$ cat src/rtl/xar_pkg.sv
package xar_pkg;
    typedef enum logic [1:0] {
        RGN_NONE = 2'd0,
        RGN_BANK = 2'd1,
        RGN_SW   = 2'd2
    } xar_rgn_e;
endpackage

$ cat src/rtl/xar_addr_dec.sv
module xar_addr_dec
    import xar_pkg::*;
#(
    parameter int              ADDR_W     = 16,
    parameter logic [ADDR_W-1:0] BANK_BASE = 16'hFE16,
    parameter int              BANK_BYTES = 9,
    parameter int              IDX_W      = 4
) (
    input  logic [ADDR_W-1:0] addr,
    output xar_rgn_e          rgn,
    output logic [IDX_W-1:0]  idx
);
    localparam logic [ADDR_W-1:0] BYTES_A = ADDR_W'(BANK_BYTES);
    localparam logic [ADDR_W-1:0] SW_A    = BANK_BASE + BYTES_A;

    logic [ADDR_W-1:0] off;

    always_comb begin
        off = addr - BANK_BASE;
        idx = off[IDX_W-1:0];
        if (addr >= BANK_BASE && off < BYTES_A) begin
            rgn = RGN_BANK;
        end else if (addr == SW_A) begin
            rgn = RGN_SW;
        end else begin
            rgn = RGN_NONE;
        end
    end
endmodule

$ cat src/rtl/xar_enable_bank.sv
module xar_enable_bank #(
    parameter int BANK_BYTES = 9,
    parameter int DATA_W     = 8,
    parameter int IDX_W      = 4,
    parameter int SRC_W      = 7,
    localparam int NSRC      = BANK_BYTES * DATA_W
) (
    input  logic              clk,
    input  logic              rst_n,
    input  logic              wr_en,
    input  logic [IDX_W-1:0]  wr_idx,
    input  logic [DATA_W-1:0] wdata,
    input  logic              clr_valid,
    input  logic [SRC_W-1:0]  clr_src,
    output logic [NSRC-1:0]   en
);
    typedef struct packed {
        logic [NSRC-1:0] en;
    } bank_state_t;

    bank_state_t st_d, st_q;
    logic [BANK_BYTES-1:0] byte_we;
    logic [NSRC-1:0]       clr_hot;

    for (genvar k = 0; k < BANK_BYTES; k++) begin : g_byte_we
        assign byte_we[k] = wr_en && (wr_idx == IDX_W'(k));
    end

    for (genvar s = 0; s < NSRC; s++) begin : g_clr_hot
        assign clr_hot[s] = clr_valid && (clr_src == SRC_W'(s));
    end

    always_comb begin
        st_d = st_q;
        for (int k = 0; k < BANK_BYTES; k++) begin
            if (byte_we[k]) begin
                st_d.en[k*DATA_W +: DATA_W] = wdata;
            end
        end
        // hardware clear applied last: it overrides a same-cycle write
        st_d.en = st_d.en & ~clr_hot;
    end

    always_ff @(posedge clk or negedge rst_n) begin
        if (!rst_n) begin
            st_q <= '0;
        end else begin
            st_q <= st_d;
        end
    end

    assign en = st_q.en;
endmodule

$ cat src/rtl/xar_sw_reg.sv
module xar_sw_reg #(
    parameter int DATA_W = 8,
    localparam int VEC_W = DATA_W - 1
) (
    input  logic              clk,
    input  logic              rst_n,
    input  logic              wr_en,
    input  logic [DATA_W-1:0] wdata,
    input  logic              sw_done,
    input  logic              oneshot,
    input  logic              cnt_zero,
    input  logic              oneshot_clr,
    output logic              en,
    output logic [VEC_W-1:0]  vec
);
    typedef struct packed {
        logic             en;
        logic             pend;
        logic [VEC_W-1:0] vec;
    } sw_state_t;

    sw_state_t st_d, st_q;

    always_comb begin
        st_d = st_q;
        if (wr_en) begin
            if (wdata[DATA_W-1]) begin
                st_d.en = 1'b1;
            end
            if (!st_q.en) begin
                st_d.vec = wdata[VEC_W-1:0];
            end
        end
        if (sw_done) begin
            if (!oneshot && !cnt_zero) begin
                st_d.en = 1'b0;
            end else begin
                st_d.pend = 1'b1;
            end
        end
        if (oneshot_clr && st_q.pend) begin
            st_d.en   = 1'b0;
            st_d.pend = 1'b0;
        end
    end

    always_ff @(posedge clk or negedge rst_n) begin
        if (!rst_n) begin
            st_q <= '0;
        end else begin
            st_q <= st_d;
        end
    end

    assign en  = st_q.en;
    assign vec = st_q.vec;
endmodule

$ cat src/rtl/xar_rd_mux.sv
module xar_rd_mux
    import xar_pkg::*;
#(
    parameter int BANK_BYTES = 9,
    parameter int DATA_W     = 8,
    parameter int IDX_W      = 4,
    localparam int NSRC      = BANK_BYTES * DATA_W,
    localparam int VEC_W     = DATA_W - 1
) (
    input  xar_rgn_e          rgn,
    input  logic [IDX_W-1:0]  idx,
    input  logic [NSRC-1:0]   en,
    input  logic              sw_en,
    input  logic [VEC_W-1:0]  sw_vec,
    output logic [DATA_W-1:0] rdata
);
    always_comb begin
        rdata = '0;
        unique case (rgn)
            RGN_BANK: begin
                for (int k = 0; k < BANK_BYTES; k++) begin
                    if (idx == IDX_W'(k)) begin
                        rdata = en[k*DATA_W +: DATA_W];
                    end
                end
            end
            RGN_SW:   rdata = {sw_en, sw_vec};
            default:  rdata = '0;
        endcase
    end
endmodule

$ cat src/rtl/xfer_act_regs.sv
module xfer_act_regs
    import xar_pkg::*;
#(
    parameter int                ADDR_W     = 16,
    parameter logic [ADDR_W-1:0] BANK_BASE  = 16'hFE16,
    parameter int                BANK_BYTES = 9,
    parameter int                DATA_W     = 8,
    localparam int               NSRC       = BANK_BYTES * DATA_W,
    localparam int               SRC_W      = $clog2(NSRC),
    localparam int               IDX_W      = (BANK_BYTES > 1) ? $clog2(BANK_BYTES) : 1,
    localparam int               VEC_W      = DATA_W - 1
) (
    input  logic              clk,
    input  logic              rst_n,
    input  logic [ADDR_W-1:0] cpu_addr,
    input  logic              cpu_wr,
    input  logic [DATA_W-1:0] cpu_wdata,
    output logic [DATA_W-1:0] cpu_rdata,
    input  logic              xfer_done,
    input  logic              xfer_sw,
    input  logic [SRC_W-1:0]  xfer_src,
    input  logic              xfer_oneshot,
    input  logic              xfer_cnt_zero,
    input  logic              oneshot_clr_wr,
    output logic [NSRC-1:0]   act_en,
    output logic              sw_req,
    output logic [VEC_W-1:0]  sw_vec
);
    xar_rgn_e         rgn;
    logic [IDX_W-1:0] idx;
    logic             hw_clr;
    logic             sw_done;

    assign hw_clr  = xfer_done && !xfer_sw && (xfer_oneshot || xfer_cnt_zero);
    assign sw_done = xfer_done && xfer_sw;

    xar_addr_dec #(
        .ADDR_W(ADDR_W), .BANK_BASE(BANK_BASE),
        .BANK_BYTES(BANK_BYTES), .IDX_W(IDX_W)
    ) u_dec (
        .addr(cpu_addr), .rgn(rgn), .idx(idx)
    );

    xar_enable_bank #(
        .BANK_BYTES(BANK_BYTES), .DATA_W(DATA_W),
        .IDX_W(IDX_W), .SRC_W(SRC_W)
    ) u_bank (
        .clk(clk), .rst_n(rst_n),
        .wr_en(cpu_wr && rgn == RGN_BANK), .wr_idx(idx), .wdata(cpu_wdata),
        .clr_valid(hw_clr), .clr_src(xfer_src),
        .en(act_en)
    );

    xar_sw_reg #(.DATA_W(DATA_W)) u_sw (
        .clk(clk), .rst_n(rst_n),
        .wr_en(cpu_wr && rgn == RGN_SW), .wdata(cpu_wdata),
        .sw_done(sw_done), .oneshot(xfer_oneshot), .cnt_zero(xfer_cnt_zero),
        .oneshot_clr(oneshot_clr_wr),
        .en(sw_req), .vec(sw_vec)
    );

    xar_rd_mux #(
        .BANK_BYTES(BANK_BYTES), .DATA_W(DATA_W), .IDX_W(IDX_W)
    ) u_rd (
        .rgn(rgn), .idx(idx), .en(act_en),
        .sw_en(sw_req), .sw_vec(sw_vec), .rdata(cpu_rdata)
    );
endmodule

$ cat config.mk
export PLATFORM = sky130hd
export DESIGN_NAME = xfer_act_regs
export DESIGN_NICKNAME = d
export VERILOG_FILES = /design/src/rtl/xar_pkg.sv /design/src/rtl/xar_addr_dec.sv /design/src/rtl/xar_enable_bank.sv /design/src/rtl/xar_sw_reg.sv /design/src/rtl/xar_rd_mux.sv /design/src/rtl/xfer_act_regs.sv
export SDC_FILE = /design/constraint.sdc
export NUM_CORES = 1
export LEC_CHECK = 0
export CAP_MARGIN = 20
export CELL_PAD_IN_SITES_DETAIL_PLACEMENT = 1
export CELL_PAD_IN_SITES_GLOBAL_PLACEMENT = 2
export CORE_MARGIN = 5
export CORE_UTILIZATION = 30
export CTS_CLUSTER_DIAMETER = 120
export DETAILED_ROUTE_END_ITERATION = 8
export PLACE_DENSITY = 0.76
export SETUP_SLACK_MARGIN = 0.5
export SKIP_LAST_GASP = 1
export SLEW_MARGIN = 20
export SYNTH_ARGS = -nofsm -noshare
export SYNTH_HDL_FRONTEND = slang
export SYNTH_SLANG_ARGS = --single-unit
export TNS_END_PERCENT = 10
$ cat constraint.sdc
create_clock -name clk -period 3.4 [get_ports clk]
set_input_delay 0.51 -clock clk [delete_from_list [all_inputs] [get_ports clk]]
set_output_delay 0.51 -clock clk [all_outputs]
set_load 0.05 [all_outputs]
==> results of run 1 <==
path summary, 6_finish.rpt:
check / from / to / slack (ns)
max: cpu_addr[1] / cpu_rdata[5] / 0.24
min: rst_n / u_bank.en[54]$_DFF_PN0_ / 0.06
max reg2reg: u_sw.en$_DFF_PN0_ / u_sw.vec[0]$_DFFE_PN0P_ / 2.07
min reg2reg: u_sw.st_q[7]$_DFFE_PN0P_ / u_sw.st_q[7]$_DFFE_PN0P_ / 0.51
max in group asynchronous: rst_n / u_bank.en[12]$_DFF_PN0_ / 2.58
min in group clk: u_sw.st_q[7]$_DFFE_PN0P_ / u_sw.st_q[7]$_DFFE_PN0P_ / 0.51
logic make-up (layout without fill, tap and decap cells):
| family | Yosys count | after routing | share of synthesized area [%] |
|---|---|---|---|
| and+or+nand+nor | 319 | 319 | 28.9 |
| AOI/OAI and AO/OA | 107 | 107 | 14.4 |
| muxes | 86 | 86 | 16.2 |
| DFF | 81 | 81 | 36.1 |
| buffers and inverters | 44 | 218 | 3.85 |
| xor gates and xnor gates | 2 | 2 | 0.312 |
| adders and majority gates | 1 | 1 | 0.223 |
power by group:
part,internal (mW),switching (mW),total (mW)
Sequential,0.965,0.00129,0.966
Combinational,0.161,0.250,0.411
Clock,0.508,0.427,0.935
Total,1.63,0.678,2.31
sequential cells by signal (all words and copies together), names as in the netlist:
name and flops:
u_sw.st_q 1, u_sw.en 1, u_bank.en 72, u_sw.vec 7
metal layers:
| metal | vias up | wire [um] |
|---|---|---|
| met5 | - | 0 |
| met1 | 2939 | 10300 |
| met3 | 33 | 919 |
| met4 | 0 | 605 |
| met2 | 136 | 11900 |
| li1 | 2654 | - |
cell type report:
class,count,area [um2]
Fill cell,2103,10400
Inverter,1,3.75
Clock buffer,10,239
Clock inverter,5,32.5
Tap cell,234,293
Sequential cell,81,2030
Timing Repair Buffer,202,2100
Multi-Input combinational cell,515,3520
what timing repair did:
| action | in CTS | in global routing |
|---|---|---|
| hold buffers | 0 | 0 |
| pin swaps | 12 | 4 |
| resized for setup | 56 | 3 |
| endpoints found under the setup margin | 74 | 8 |
| gates cloned | 1 | 0 |
| buffers inserted | 6 | 1 |
critical path: stages:
cell and delay (ns):
buf_8 0.10, a21o_1 0.20, buf_6 0.12, or3b_4 0.39
a222oi_1 0.29, buf_4 0.19, nand3_4 0.19, buf_6 0.20
o41ai_4 0.27, buf_12 0.18
per-stage QoR:
stage	utilization (%)	hold slack (ns)	cells	area [um2]
global placement	41.8	0.435	1025	7760
CTS	44.1	0.0640	1047	8190
floorplan	-	0.214	640	5700
finish	44.2	0.0607	1048	8210
global route	44.2	0.0776	1048	8210
detailed placement	41.8	0.443	1025	7760
cells in the final DEF (no fill, tap or decap), drive strengths merged, types with 3 or more instances in the layout:
cell type,n
clkbuf,10
a31o,7
nand2,182
mux4,3
or2,3
mux2i,75
clkdlybuf4s50,107
dfrtp,81
o21ai,34
nand4,4
o22ai,8
buf,90
nand2b,7
a41oi,5
o21bai,6
and2,3
a22oi,6
nor4,22
nor2,24
and3,3
mux2,8
nor2b,14
a21oi,8
nand3,27
clkinvlp,3
o41ai,6
nor3,12
o221a,5
nor3b,6
or3b,4
==> impl_summary.txt, run 1 <==
----------------------------------------------------
[Route]
  Count of vias placed by the detailed router ... between 5000 and 6000
  Final WL ... 23700 um
  DRT antenna net count ... 0
  First-pass iteration count of the detailed router ... 4
  Routed vias/inst ... approximately 5.5
  DRC errors left ... 0
  Routed length per placed instance ... approximately 23 um
  Initial DRC Count ... just over 300

[Clock tree]
  H-Tree Level Count ... 3
  Number of buffers added by the clock tree synthesis step ... 9
  Count of clock tree sinks ... 81
  Clock-pin slew on the worst setup and hold paths ... 0.06 ns
  Cell at the root of the clock tree ... clkbuf_16
  CTS tree ... done
  Maximum root-to-sink buffer count ... 2
  Worst-skew pair later-pin latency ... between 0.3 and 0.4 ns

[Yosys]
  Biggest area contributors in the synthesized netlist ... dfrtp_1, mux2i_1, nand2_1
  Leading area contributor after synthesis ... dfrtp_1
  Leading post-synthesis cells by instance count ... nand2_1, dfrtp_1, mux2i_1
  Number of nets in the synthesized netlist ... roughly 700
  Post-synth ARST share ... between 90% and 100%
  Main flop type after synthesis ... dfrtp_1
  EDFF count, synth ... 0
  Synthesized flop and latch total ... 81
  Combined area of all synthesized cells ... roughly 5600 um2
  Sequential cell area fraction in the yosys report ... between 30% and 40%
  Synthesized area per cell ... ~8.8 um2
  Post-synthesis cell type count ... roughly 60
  Share of the synthesized area in the top cell type ... between 30 and 40%
  Yosys warns ... 0
  Most instantiated library cell after synthesis ... nand2_1
  Number of instances in the synthesized netlist ... 640

[Job]
  Reported max-cap violation count ... 0

[STA]
  Unrepaired setup endpoints after global routing ... true
  Slew at the pin with the worst max-slew slack ... around 0.77 ns
  Worst clock skew on the final layout ... about 0.00085 ns
  Final setup vio count ... 0
  Final number of max-transition violations ... 0
  Final count of hold timing violations ... 0
  Share of the clock period used by the worst path ... 92.9%
  Max_slew headroom ... between 40% and 50%
  Tmin final ... roughly 3.2 ns
  Highest Clock Rate ... 317 MHz
  Worst Slack Setup Final ... between 0.2 and 0.25 ns
  Final setup TNS ... 0 ns

[Global routing]
  Number of global-route vias before repair ... between 6000 and 7000
  Highest-utilization routing layer at the global route stage ... met2
  Total congestion overflow after global routing ... 0
  First-pass GRT wire length ... between 30000 and 40000 um
  M2 GR Usage ... between 30% and 40%
  Antenna violations before repair ... 0
  Global-route met1 utilization ... 27.0%
  Total routing usage reported by global routing ... between 20% and 30%
  Global routing met3 resource utilization ... around 4.1%
  Largest net degree at the start of global routing ... 31

[Power]
  Static leakage power ... between 3 and 4 nW
  PwrDens ... around 280 nW/um2
  Post-layout total power ... around 2.3 mW
  Worst vdd ir ... around 220 uV

[Floorplanning]
  Horizontal extent of the die ... ~150 um
  Rows ... 50
  Die area ... about 22000 um2
  Ports placed on the boundary ... around 130
  Die span in y ... 147 um
  Area of the core ... ~19000 um2
  Initial Utilization ... a little under a third

[Critical path]
  Worst path arrival time ... between 2 and 3 ns
  Setup crit end kind ... output pin
  Crit path launch type ... primary input
  Kind of critical path ... in2out
  Worst reg-to-reg path cell count ... 3
  Crit Path Max Fanout ... 7
  Critical path required time ... between 2 and 3 ns

[Placement]
  Pre-CTS setup slack ... -0.243 ns
  Number of port buffers ... ~130
  Half-perimeter wire length of the detailed placement result ... between 15000 and 20000 um
  Final RePlAce weighted congestion ... about 0.90

[Cells and area]
  Number of nets in the layout ... between 800 and 900
  Antenna cell count ... 0
  Layout area overhead ... 46.1%
  Share of layout cells above drive strength 1 ... between 20% and 30%

[Outcome]
  Status ... completed

[Min path]
  Min-delay worst type ... in2async

----------------------------------------------------
(Power assumes the default switching activity.)
==> inputs of run 2 (changes only) <==
--- a/config.mk
+++ b/config.mk
@@ -9,9 +9,11 @@
 export CELL_PAD_IN_SITES_DETAIL_PLACEMENT = 1
 export CELL_PAD_IN_SITES_GLOBAL_PLACEMENT = 2
 export CORE_MARGIN = 5
-export CORE_UTILIZATION = 30
+export CORE_UTILIZATION = 38
 export CTS_CLUSTER_DIAMETER = 120
 export DETAILED_ROUTE_END_ITERATION = 8
+export DONT_BUFFER_PORTS = 1
+export GPL_TIMING_DRIVEN = 1
 export PLACE_DENSITY = 0.76
 export SETUP_SLACK_MARGIN = 0.5
 export SKIP_LAST_GASP = 1
==> impl_summary.txt, run 2 (synthesized netlist as in run 1, its figures left out) <==
----------------------------------------------------
[STA]
  Unrepaired setup endpoints after global routing ... true (unchanged)
  Max_slew headroom ... 23.5% (was 47.9%)
  Highest Clock Rate ... 333 MHz (was 317 MHz)
  Final setup vio count ... 0 (unchanged)
  Final setup TNS ... 0 ns (unchanged)
  Slew at the pin with the worst max-slew slack ... 1.14 ns (was 0.775 ns)
  Worst clock skew on the final layout ... 0.00260 ns (was 0.000851 ns)
  Final number of max-transition violations ... 0 (unchanged)
  Share of the clock period used by the worst path ... 88.2% (was 92.9%)
  Tmin final ... 3.00 ns (was 3.16 ns)
  Hold Worst Slack ... 0.0650 ns (was 0.0607 ns)
  Final count of hold timing violations ... 0 (unchanged)

[Power]
  Worst vdd ir ... 200 uV (was 222 uV)
  Post-layout total power ... 2.36 mW (was 2.31 mW)
  Static leakage power ... 2.72 nW (was 3.29 nW)
  PwrDens ... 356 nW/um2 (was 282 nW/um2)

[Critical path]
  Reg-to-reg endpoint ... u_sw.vec[1]$_DFFE_PN0P_ (was u_sw.vec[0]$_DFFE_PN0P_)
  Flop-to-flop setup slack ... 1.84 ns (was 2.07 ns)
  Crit Path Max Fanout ... 16 (was 7)
  Worst path arrival time ... 2.49 ns (was 2.65 ns)
  Reg2reg start ... u_sw.en$_DFF_PN0_ (unchanged)
  Worst reg-to-reg path cell count ... 3 (unchanged)
  Kind of critical path ... in2out (unchanged)
  Setup crit end kind ... output pin (unchanged)
  Critical path required time ... 2.89 ns (about the same)
  Crit path launch type ... primary input (unchanged)

[Floorplanning]
  Initial Utilization ... 38.7% (was 30.3%)
  Rows ... 44 (was 50)
  Ports placed on the boundary ... 127 (unchanged)
  Area of the core ... 14500 um2 (was 18600 um2)
  Die area ... 17300 um2 (was 21600 um2)
  Die span in y ... 132 um (was 147 um)
  Horizontal extent of the die ... 132 um (was 147 um)

[Route]
  First-pass iteration count of the detailed router ... 4 (unchanged)
  Routed vias/inst ... 6.05 (was 5.50)
  Routed length per placed instance ... 25.1 um (was 22.7 um)
  Final WL ... 21500 um (was 23700 um)
  DRC errors left ... 0 (unchanged)
  Count of vias placed by the detailed router ... 5189 (was 5762)
  Initial DRC Count ... 277 (was 302)
  DRT antenna net count ... 0 (unchanged)

[Clock tree]
  Cell at the root of the clock tree ... clkbuf_16 (unchanged)
  Maximum root-to-sink buffer count ... 2 (unchanged)
  Number of buffers added by the clock tree synthesis step ... 9 (unchanged)
  CTS tree ... done (unchanged)
  H-Tree Level Count ... 3 (unchanged)
  Count of clock tree sinks ... 81 (unchanged)
  Clock-pin slew on the worst setup and hold paths ... 0.07 ns (was 0.06 ns)
  Worst-skew pair later-pin latency ... 0.35 ns (about the same)

[Placement]
  Number of port buffers ... 0 (was 126)
  Final RePlAce weighted congestion ... 0.884 (was 0.902)
  Half-perimeter wire length of the detailed placement result ... 16700 um (was 18600 um)
  Dpl cells ... 837 (was 1025)

[Outcome]
  Status ... completed (unchanged)

[Cells and area]
  Number of nets in the layout ... 709 (was 850)
  Number of flip-flops in the largest register ... 72 (unchanged)
  Antenna cell count ... 0 (unchanged)
  Layout area overhead ... 18.1% (was 46.1%)
  Non-filler cells in the finished layout ... 857 (was 1048)
  Share of layout cells above drive strength 1 ... 19.3% (was 20.4%)
  Commonest cells after routing, fill and taps aside ... nand2_1, dfrtp_1, mux2i_1 (was nand2_1, clkdlybuf4s50_1, dfrtp_1)
  Most frequent standard cell in the layout excluding fill and tap cells ... nand2_1 (unchanged)

[Global routing]
  Total congestion overflow after global routing ... 0 (unchanged)
  Antenna violations before repair ... 0 (unchanged)
  Total routing usage reported by global routing ... 24.8% (was 21.9%)
  Number of global-route vias before repair ... 5482 (was 6386)
  Largest net degree at the start of global routing ... 82 (was 31)
  First-pass GRT wire length ... 33600 um (was 37100 um)

[Job]
  Reported max-cap violation count ... 0 (unchanged)

[Min path]
  Min-delay worst type ... in2async (unchanged)

----------------------------------------------------
-- run 2: changes by cell type in the layout (fill, tap and decap cells not counted), moves of 6 or more --
cell,delta
clkdlybuf4s50_1,-107
buf_12,-11
buf_6,-9
buf_4,-6
-- run 2: worst max-delay path, stage by stage --
cell and delay (ns):
ha_2 0.41, buf_4 0.24, nor3_1 0.07, o21bai_1 0.18, a41oi_1 0.14, o221a_2 0.32
o41ai_4 0.42, buf_12 0.18
-- run 2: worst max-delay path by stage --
| stage | start | end | slack [ns] | cells past startpoint |
|---|---|---|---|---|
| after floorplan | cpu_addr[1] | cpu_rdata[0] | -0.23 | 6 |
| after CTS | cpu_addr[1] | cpu_rdata[2] | 0.39 | 7 |
| after detailed placement | cpu_addr[2] | cpu_rdata[2] | 0.28 | 7 |
| after global routing | cpu_addr[1] | cpu_rdata[2] | 0.28 | 7 |
| after global placement | cpu_addr[1] | cpu_rdata[5] | 0.29 | 9 |
| final | cpu_addr[2] | cpu_rdata[0] | 0.40 | 8 |
-- run 2: through the flow --
step | cell area, um2 | utilization [%] | setup WS [ns]
3_5_place_dp | 6230 | 42.9 | 0.275
2_1_floorplan | 5700 | - | -0.230
6_report | 6640 | 45.7 | 0.401
4_1_cts | 6640 | 45.7 | 0.386
3_3_place_gp | 6230 | 42.9 | 0.291
5_1_grt | 6640 | 45.7 | 0.277
-- run 2: cell type report --
| type | instances | area, um2 |
|---|---|---|
| Multi-Input combinational cell | 515 | 3470 |
| Clock buffer | 9 | 225 |
| Sequential cell | 81 | 2030 |
| Tap cell | 184 | 230 |
| Inverter | 1 | 3.75 |
| Timing Repair Buffer | 61 | 582 |
| Fill cell | 1711 | 7890 |
| Clock inverter | 6 | 108 |
-- run 2: repair_timing --
| action | CTS | global route |
|---|---|---|
| hold endpoints to repair | 81 | 0 |
| buffers inserted | 4 | 0 |
| resized for setup | 7 | 0 |
| pin swaps | 5 | 2 |
| hold buffers | 1 | 0 |
| endpoints found under the setup margin | 8 | 8 |
-- run 2: power by group --
group          switching [mW]  internal, mW
logic                   0.176        0.0888
clock network           0.422         0.711
registers             0.00171         0.965
total                   0.599          1.77
-- run 2: per-layer routing --
layer	global-route usage (%)	part of all wire [%]	up-vias
li1	-	-	2369
met1	29.4	40	2651
met2	42.6	50	134
met3	7.42	6.5	35
met4	8.51	2.8	0
met5	0	0	-
